==> config.mk <==
export PLATFORM = sky130hd
export DESIGN_NAME = stk3_core
export DESIGN_NICKNAME = d
export VERILOG_FILES = /design/src/rtl/stk3_pkg.sv /design/src/rtl/stk3_decode.sv /design/src/rtl/stk3_ptrs.sv /design/src/rtl/stk3_ctrl.sv /design/src/rtl/stk3_core.sv
export SDC_FILE = /design/constraint.sdc
export NUM_CORES = 1
export LEC_CHECK = 0
export BUFFER_PORTS_ARGS = -buffer_cell sky130_fd_sc_hd__buf_2
export CORE_ASPECT_RATIO = 2
export CORE_MARGIN = 1.5
export CORE_UTILIZATION = 33
export CTS_BUF_LIST = sky130_fd_sc_hd__clkbuf_8
export DETAILED_ROUTE_END_ITERATION = 6
export SLEW_MARGIN = 5
export SYNTH_ARGS = -nofsm -noshare
export SYNTH_HDL_FRONTEND = slang
export SYNTH_SLANG_ARGS = --single-unit
==> constraint.sdc <==
create_clock -name clk_i -period 4.3 [get_ports clk_i]
set_clock_uncertainty 0.05 [all_clocks]
set_input_delay 0.215 -clock clk_i [delete_from_list [all_inputs] [get_ports clk_i]]
set_output_delay 0.215 -clock clk_i [all_outputs]
set_load 0.05 [all_outputs]
==> src/rtl/stk3_pkg.sv <==
package stk3_pkg;
  typedef enum logic [2:0] {
    ST_IDLE, ST_FOP, ST_FAD, ST_FVL, ST_EXE, ST_PRD, ST_PWR, ST_HALT
  } state_e;

  localparam int unsigned OPC_NOP  = 0;
  localparam int unsigned OPC_HLT  = 1;
  localparam int unsigned OPC_RST  = 2;
  localparam int unsigned OPC_DBG  = 3;
  localparam int unsigned OPC_LDI  = 4;
  localparam int unsigned OPC_PUSH = 5;
  localparam int unsigned OPC_POP  = 6;
  localparam int unsigned INSN_LEN = 3;

  typedef struct packed {
    logic nop;
    logic hlt;
    logic rst;
    logic dbg;
    logic ldi;
    logic push;
    logic pop;
    logic bad;
  } dec_t;
endpackage

==> src/rtl/stk3_decode.sv <==
module stk3_decode
  import stk3_pkg::*;
#(
  parameter int DATA_W = 16
) (
  input  logic [DATA_W-1:0] op_i,
  output dec_t              dec_o
);
  always_comb begin
    dec_o = '0;
    if      (op_i == DATA_W'(OPC_NOP))  dec_o.nop  = 1'b1;
    else if (op_i == DATA_W'(OPC_HLT))  dec_o.hlt  = 1'b1;
    else if (op_i == DATA_W'(OPC_RST))  dec_o.rst  = 1'b1;
    else if (op_i == DATA_W'(OPC_DBG))  dec_o.dbg  = 1'b1;
    else if (op_i == DATA_W'(OPC_LDI))  dec_o.ldi  = 1'b1;
    else if (op_i == DATA_W'(OPC_PUSH)) dec_o.push = 1'b1;
    else if (op_i == DATA_W'(OPC_POP))  dec_o.pop  = 1'b1;
    else                                dec_o.bad  = 1'b1;
  end
endmodule

==> src/rtl/stk3_ptrs.sv <==
module stk3_ptrs
  import stk3_pkg::*;
#(
  parameter  int DEPTH = 65536,
  localparam int AW    = $clog2(DEPTH)
) (
  input  logic          clk_i,
  input  logic          rst_ni,
  input  logic          ip_adv_i,
  input  logic          core_rst_i,
  input  logic          sp_dec_i,
  input  logic          sp_inc_i,
  output logic [AW-1:0] ip_o,
  output logic [AW-1:0] sp_o
);
  localparam logic [AW-1:0] SP_TOP = AW'(DEPTH - 1);
  localparam logic [AW-1:0] STEP   = AW'(INSN_LEN);

  always_ff @(posedge clk_i or negedge rst_ni) begin
    if (!rst_ni) begin
      ip_o <= '0;
      sp_o <= SP_TOP;
    end else begin
      // software reset: IP to 0, then the usual advance
      if (core_rst_i)    ip_o <= STEP;
      else if (ip_adv_i) ip_o <= ip_o + STEP;

      if (core_rst_i)    sp_o <= SP_TOP;
      else if (sp_dec_i) sp_o <= sp_o - 1'b1;
      else if (sp_inc_i) sp_o <= sp_o + 1'b1;
    end
  end
endmodule

==> src/rtl/stk3_ctrl.sv <==
module stk3_ctrl
  import stk3_pkg::*;
#(
  parameter  int DATA_W = 16,
  parameter  int DEPTH  = 65536,
  localparam int AW     = $clog2(DEPTH)
) (
  input  logic              clk_i,
  input  logic              rst_ni,
  input  logic              start_i,
  input  logic              dbg_en_i,
  input  logic [AW-1:0]     ip_i,
  input  logic [AW-1:0]     sp_i,
  input  dec_t              dec_i,
  input  logic [DATA_W-1:0] mem_rdata_i,
  output state_e            state_o,
  output logic [DATA_W-1:0] op_q_o,
  output logic [DATA_W-1:0] ad_q_o,
  output logic              ip_adv_o,
  output logic              core_rst_o,
  output logic              sp_dec_o,
  output logic              sp_inc_o,
  output logic [AW-1:0]     mem_addr_o,
  output logic              mem_re_o,
  output logic              mem_we_o,
  output logic [DATA_W-1:0] mem_wdata_o,
  output logic              halted_o,
  output logic              error_o,
  output logic              dbg_valid_o
);
  state_e            state_q, state_d;
  logic [DATA_W-1:0] op_q, ad_q;
  logic              err_q;
  logic [AW-1:0]     tgt_addr;

  generate
    if (DATA_W >= AW) begin : g_trunc
      assign tgt_addr = ad_q[AW-1:0];
    end else begin : g_zext
      assign tgt_addr = {{(AW-DATA_W){1'b0}}, ad_q};
    end
  endgenerate

  always_comb begin
    state_d     = state_q;
    mem_addr_o  = ip_i;
    mem_re_o    = 1'b0;
    mem_we_o    = 1'b0;
    mem_wdata_o = mem_rdata_i;
    ip_adv_o    = 1'b0;
    core_rst_o  = 1'b0;
    sp_dec_o    = 1'b0;
    sp_inc_o    = 1'b0;
    dbg_valid_o = 1'b0;
    unique case (state_q)
      ST_IDLE: if (start_i) state_d = ST_FOP;
      ST_FOP: begin
        mem_re_o = 1'b1;
        state_d  = ST_FAD;
      end
      ST_FAD: begin
        mem_addr_o = ip_i + AW'(1);
        mem_re_o   = 1'b1;
        state_d    = ST_FVL;
      end
      ST_FVL: begin
        mem_addr_o = ip_i + AW'(2);
        mem_re_o   = 1'b1;
        state_d    = ST_EXE;
      end
      ST_EXE: begin
        // value operand is on mem_rdata_i in this cycle
        state_d = ST_FOP;
        if (dec_i.hlt || dec_i.bad) begin
          state_d = ST_HALT;
        end else if (dec_i.pop) begin
          sp_inc_o = 1'b1;
          state_d  = ST_PRD;
        end else if (dec_i.rst) begin
          core_rst_o = 1'b1;
        end else begin
          ip_adv_o = 1'b1;
          if (dec_i.ldi) begin
            mem_we_o   = 1'b1;
            mem_addr_o = tgt_addr;
          end
          if (dec_i.push) begin
            mem_we_o   = 1'b1;
            mem_addr_o = sp_i;
            sp_dec_o   = 1'b1;
          end
          dbg_valid_o = dec_i.dbg && dbg_en_i;
        end
      end
      ST_PRD: begin
        mem_addr_o = sp_i;
        mem_re_o   = 1'b1;
        state_d    = ST_PWR;
      end
      ST_PWR: begin
        mem_we_o   = 1'b1;
        mem_addr_o = tgt_addr;
        ip_adv_o   = 1'b1;
        state_d    = ST_FOP;
      end
      ST_HALT: state_d = ST_HALT;
      default: state_d = ST_HALT;
    endcase
  end

  always_ff @(posedge clk_i or negedge rst_ni) begin
    if (!rst_ni) begin
      state_q <= ST_IDLE;
      op_q    <= '0;
      ad_q    <= '0;
      err_q   <= 1'b0;
    end else begin
      state_q <= state_d;
      if (state_q == ST_FAD) op_q <= mem_rdata_i;
      if (state_q == ST_FVL) ad_q <= mem_rdata_i;
      if (state_q == ST_EXE && dec_i.bad) err_q <= 1'b1;
    end
  end

  assign state_o  = state_q;
  assign op_q_o   = op_q;
  assign ad_q_o   = ad_q;
  assign halted_o = (state_q == ST_HALT);
  assign error_o  = err_q;
endmodule

==> src/rtl/stk3_core.sv <==
module stk3_core
  import stk3_pkg::*;
#(
  parameter  int DATA_W = 16,
  parameter  int DEPTH  = 65536,
  localparam int AW     = $clog2(DEPTH)
) (
  input  logic              clk_i,
  input  logic              rst_ni,
  input  logic              start_i,
  input  logic              dbg_en_i,
  output logic [AW-1:0]     mem_addr_o,
  output logic              mem_re_o,
  output logic              mem_we_o,
  output logic [DATA_W-1:0] mem_wdata_o,
  input  logic [DATA_W-1:0] mem_rdata_i,
  output logic              halted_o,
  output logic              error_o,
  output logic              dbg_valid_o,
  output logic [DATA_W-1:0] dbg_op_o,
  output logic [DATA_W-1:0] dbg_addr_o,
  output logic [DATA_W-1:0] dbg_val_o
);
  state_e            state;
  dec_t              dec;
  logic [DATA_W-1:0] op_q, ad_q;
  logic [AW-1:0]     ip, sp;
  logic              ip_adv, core_rst, sp_dec, sp_inc;

  stk3_decode #(.DATA_W(DATA_W)) u_dec (
    .op_i  (op_q),
    .dec_o (dec)
  );

  stk3_ptrs #(.DEPTH(DEPTH)) u_ptrs (
    .clk_i      (clk_i),
    .rst_ni     (rst_ni),
    .ip_adv_i   (ip_adv),
    .core_rst_i (core_rst),
    .sp_dec_i   (sp_dec),
    .sp_inc_i   (sp_inc),
    .ip_o       (ip),
    .sp_o       (sp)
  );

  stk3_ctrl #(.DATA_W(DATA_W), .DEPTH(DEPTH)) u_ctrl (
    .clk_i       (clk_i),
    .rst_ni      (rst_ni),
    .start_i     (start_i),
    .dbg_en_i    (dbg_en_i),
    .ip_i        (ip),
    .sp_i        (sp),
    .dec_i       (dec),
    .mem_rdata_i (mem_rdata_i),
    .state_o     (state),
    .op_q_o      (op_q),
    .ad_q_o      (ad_q),
    .ip_adv_o    (ip_adv),
    .core_rst_o  (core_rst),
    .sp_dec_o    (sp_dec),
    .sp_inc_o    (sp_inc),
    .mem_addr_o  (mem_addr_o),
    .mem_re_o    (mem_re_o),
    .mem_we_o    (mem_we_o),
    .mem_wdata_o (mem_wdata_o),
    .halted_o    (halted_o),
    .error_o     (error_o),
    .dbg_valid_o (dbg_valid_o)
  );

  assign dbg_op_o   = op_q;
  assign dbg_addr_o = ad_q;
  assign dbg_val_o  = mem_rdata_i;
endmodule

==> results.py <==
metrics = {
    "grt": {
        "antenna_found_initial": 0,
        "grt_pass1_vias": 4450,
        "grt_max_degree": 55,
        "overflow": 0,
        "grt_pass1_wl_um": 24800,
        "grt_util_all_layers_pct": 18.9,
    },
    "synthesis": {
        "synth_edf_count": 0,
        "synthCells": 647,
        "synth_cell_types": 62,
        "synth_flop_cell": "dfrtp_1",
        "synthTopCellsByArea": "dfrtp_1 24%, dfstp_2 7.8%, a21oi_1 5.9%",
        "ys_seq_area_share_pct": 31.9,
        "synth_nets": 686,
        "synth_top_area_share_pct": 24.1,
        "ys_ff_latch": 68,
        "synthTopCellsByCount": "83 x nand2_1, 68 x nor2_1, 64 x a21oi_1, 52 x dfrtp_1, 47 x o21ai_0",
        "yosysMostFrequentCell": "nand2_1",
        "syn_area_um2": 5400,
        "syn_area_per_cell_um2": 8.34,
        "yosysWarningCount": 0,
        "synth_top_cell_by_area": "dfrtp_1",
        "synthArstFlopShare_pct": 100,
    },
    "clock_tree": {
        "cts.sinks": 68,
        "postCtsHoldBufs": 1,
        "cts_tree": "built",
        "cts_resized": 0,
        "cts_buffer_depth": 2,
        "cts_buffers": 9,
        "cts.htree.levels": 3,
        "clock_latency_ns": 0.38,
        "root_buffer": "clkbuf_8",
        "cts_setup_buffers": 0,
        "clkSlewWorstSetupHoldPaths_ns": 0.09,
    },
    "layout": {
        "antenna_cells": 0,
        "drive_gt1_share_pct": 26.1,
        "n_fill_cell": 1687,
        "syn2layout_area_growth_pct": 10.3,
        "final_nets": 738,
        "final_util_pct": 36.9,
        "final_area_um2": 5950,
    },
    "timing": {
        "hold_violations": 0,
        "rsz0062_at_grt": "false",
        "tightest_slew_ns": 0.985,
        "holdWs_ns": 0.0174,
        "fmax_ghz": 0.264,
        "finalSetupViolCount": 0,
        "fin_crit_sh_pct": 88.2,
        "maxSlewHeadroom_pct": 34.3,
        "drv_slew": 0,
        "fin_setup_tns_ns": 0,
        "min_period_ns": 3.79,
    },
    "route": {
        "firstDrtPassIters": 4,
        "route.detailed.drc": 0,
        "routed_wl_um": 16100,
        "viasPerCell": 5.42,
        "ant_nets": 0,
        "drt_iter0_drc": 346,
        "vias": 4919,
        "wl_per_cell_um": 17.7,
    },
    "floorplanning": {
        "die_area_um2": 17200,
        "core_um2": 16100,
        "ioPinCount": 105,
        "num_rows": 66,
        "die_w_um": 93.4,
        "start_util_pct": 33.5,
        "die_h_um": 184,
    },
    "placed_design": {
        "io_buffer_count": 104,
        "dp_hpwl_um": 12000,
        "place.gp.congestion": 0.946,
        "placed_area_um2": 5760,
    },
    "worst_setup_path": {
        "arrival_ns": 4.02,
        "critPathKind": "flop to flop",
        "reg2reg_depth": 13,
        "endpoint_kind": "flop",
        "worstSetupStartpointType": "flop",
        "critical_path_required_ns": 4.53,
        "cp_max_fo": 15,
    },
    "job": {
        "maxCapViolations": 0,
    },
    "power_and_ir_drop": {
        "vdd_drop_max_mv": 0.615,
        "p_leak_nw": 2.70,
        "p_per_area_nw_per_um2": 826,
        "power.total_mw": 4.92,
    },
    "worst_hold_path": {
        "min_delay_path_depth": 3,
        "hold_path.class": "primary input to flop",
    },
    "run_status": {
        "status": "finished clean",
    },
}
-- state kept, by name, indices dropped and copies added (netlist names) --
| register | count |
|---|---|
| u_ptrs.sp_o | 16 |
| u_ctrl.op_q_o | 16 |
| u_ctrl.state_o | 3 |
| u_ctrl.error_o | 1 |
| u_ctrl.ad_q_o | 16 |
| u_ptrs.ip_o | 16 |
-- metrics by stage --
stage	instances	setup WS [ns]
floorplan	647	0.0960
global placement	891	0.583
detailed placement	891	0.550
CTS	908	0.512
global route	908	0.287
finish	908	0.508
-- worst max-delay path: stages (launching register included) --
cell and delay (ns):
dfrtp_1 0.41, nor4_2 0.38, and4_1 0.42, nand3_1 0.14
nor2_1 0.12, buf_4 0.24, ha_1 0.28, a211oi_1 0.30
o21ai_0 0.17, a31oi_2 0.34, o311ai_2 0.15, a31oi_2 0.29
mux2i_1 0.12, a221oi_1 0.29
-- power by group --
part           switching (mW)  internal (mW)
clock                   0.300          0.218
sequential              0.315          0.847
combinational            2.33          0.910
-- layout make-up --
| cell class | instances | area [um^2] | area share (%) |
|---|---|---|---|
| clock buffer | 9 | 124 | 2.08 |
| clock inverter | 7 | 58.8 | 0.989 |
| inverter | 8 | 30.0 | 0.505 |
| multi-input combinational | 494 | 3130 | 52.6 |
| sequential | 68 | 1720 | 28.9 |
| tap | 204 | 255 | 4.29 |
| timing repair buffer | 118 | 628 | 10.6 |
-- cells in the final DEF (no fill, tap or decap), drive strengths merged, types with 17 or more instances in the layout --
master	count
nand2	83
ha	18
a21oi	64
dfrtp	52
mux2	19
xor2	21
mux2i	17
o21ai	47
nor2	69
buf	117
nor3	17
-- final timing paths --
| kind | from | end | slack, ns |
|---|---|---|---|
| max reg2reg | u_ctrl.op_q_o[8]$_DFFE_PN0P_ | u_ptrs.sp_o[15]$_DFFE_PN1P_ | 0.51 |
| max | u_ctrl.op_q_o[8]$_DFFE_PN0P_ | u_ptrs.sp_o[15]$_DFFE_PN1P_ | 0.51 |
| max in group asynchronous | rst_ni | u_ptrs.sp_o[7]$_DFFE_PN1P_ | 2.74 |
| min reg2reg | u_ctrl.error_o$_DFFE_PN0P_ | u_ctrl.error_o$_DFFE_PN0P_ | 0.44 |
| min in group asynchronous | rst_ni | u_ctrl.ad_q_o[1]$_DFFE_PN0P_ | 0.49 |
| min | mem_rdata_i[15] | u_ctrl.op_q_o[15]$_DFFE_PN0P_ | 0.02 |
-- cells by family (layout without fill, tap and decap cells) --
logic type	count (synthesis)	after routing	share of synthesized area [%]
mux	36	36	7.12
xor+xnor	36	36	5.84
buf+inv	85	142	10.1
flops	68	68	31.9
compound gates	184	184	22.1
fa+ha+maj	19	19	4.55
simple gates	219	219	18.4
-- per-layer routing --
layer | vias up | share of wire (%) | global-route usage, %
met5 | - | 0 | 0
met1 | 2363 | 42 | 24.6
met3 | 33 | 5.3 | 2.81
met2 | 149 | 48 | 30.4
li1 | 2374 | - | -
met4 | 0 | 4.0 | 8.55
Note: power is estimated with default switching activity, not from simulation.
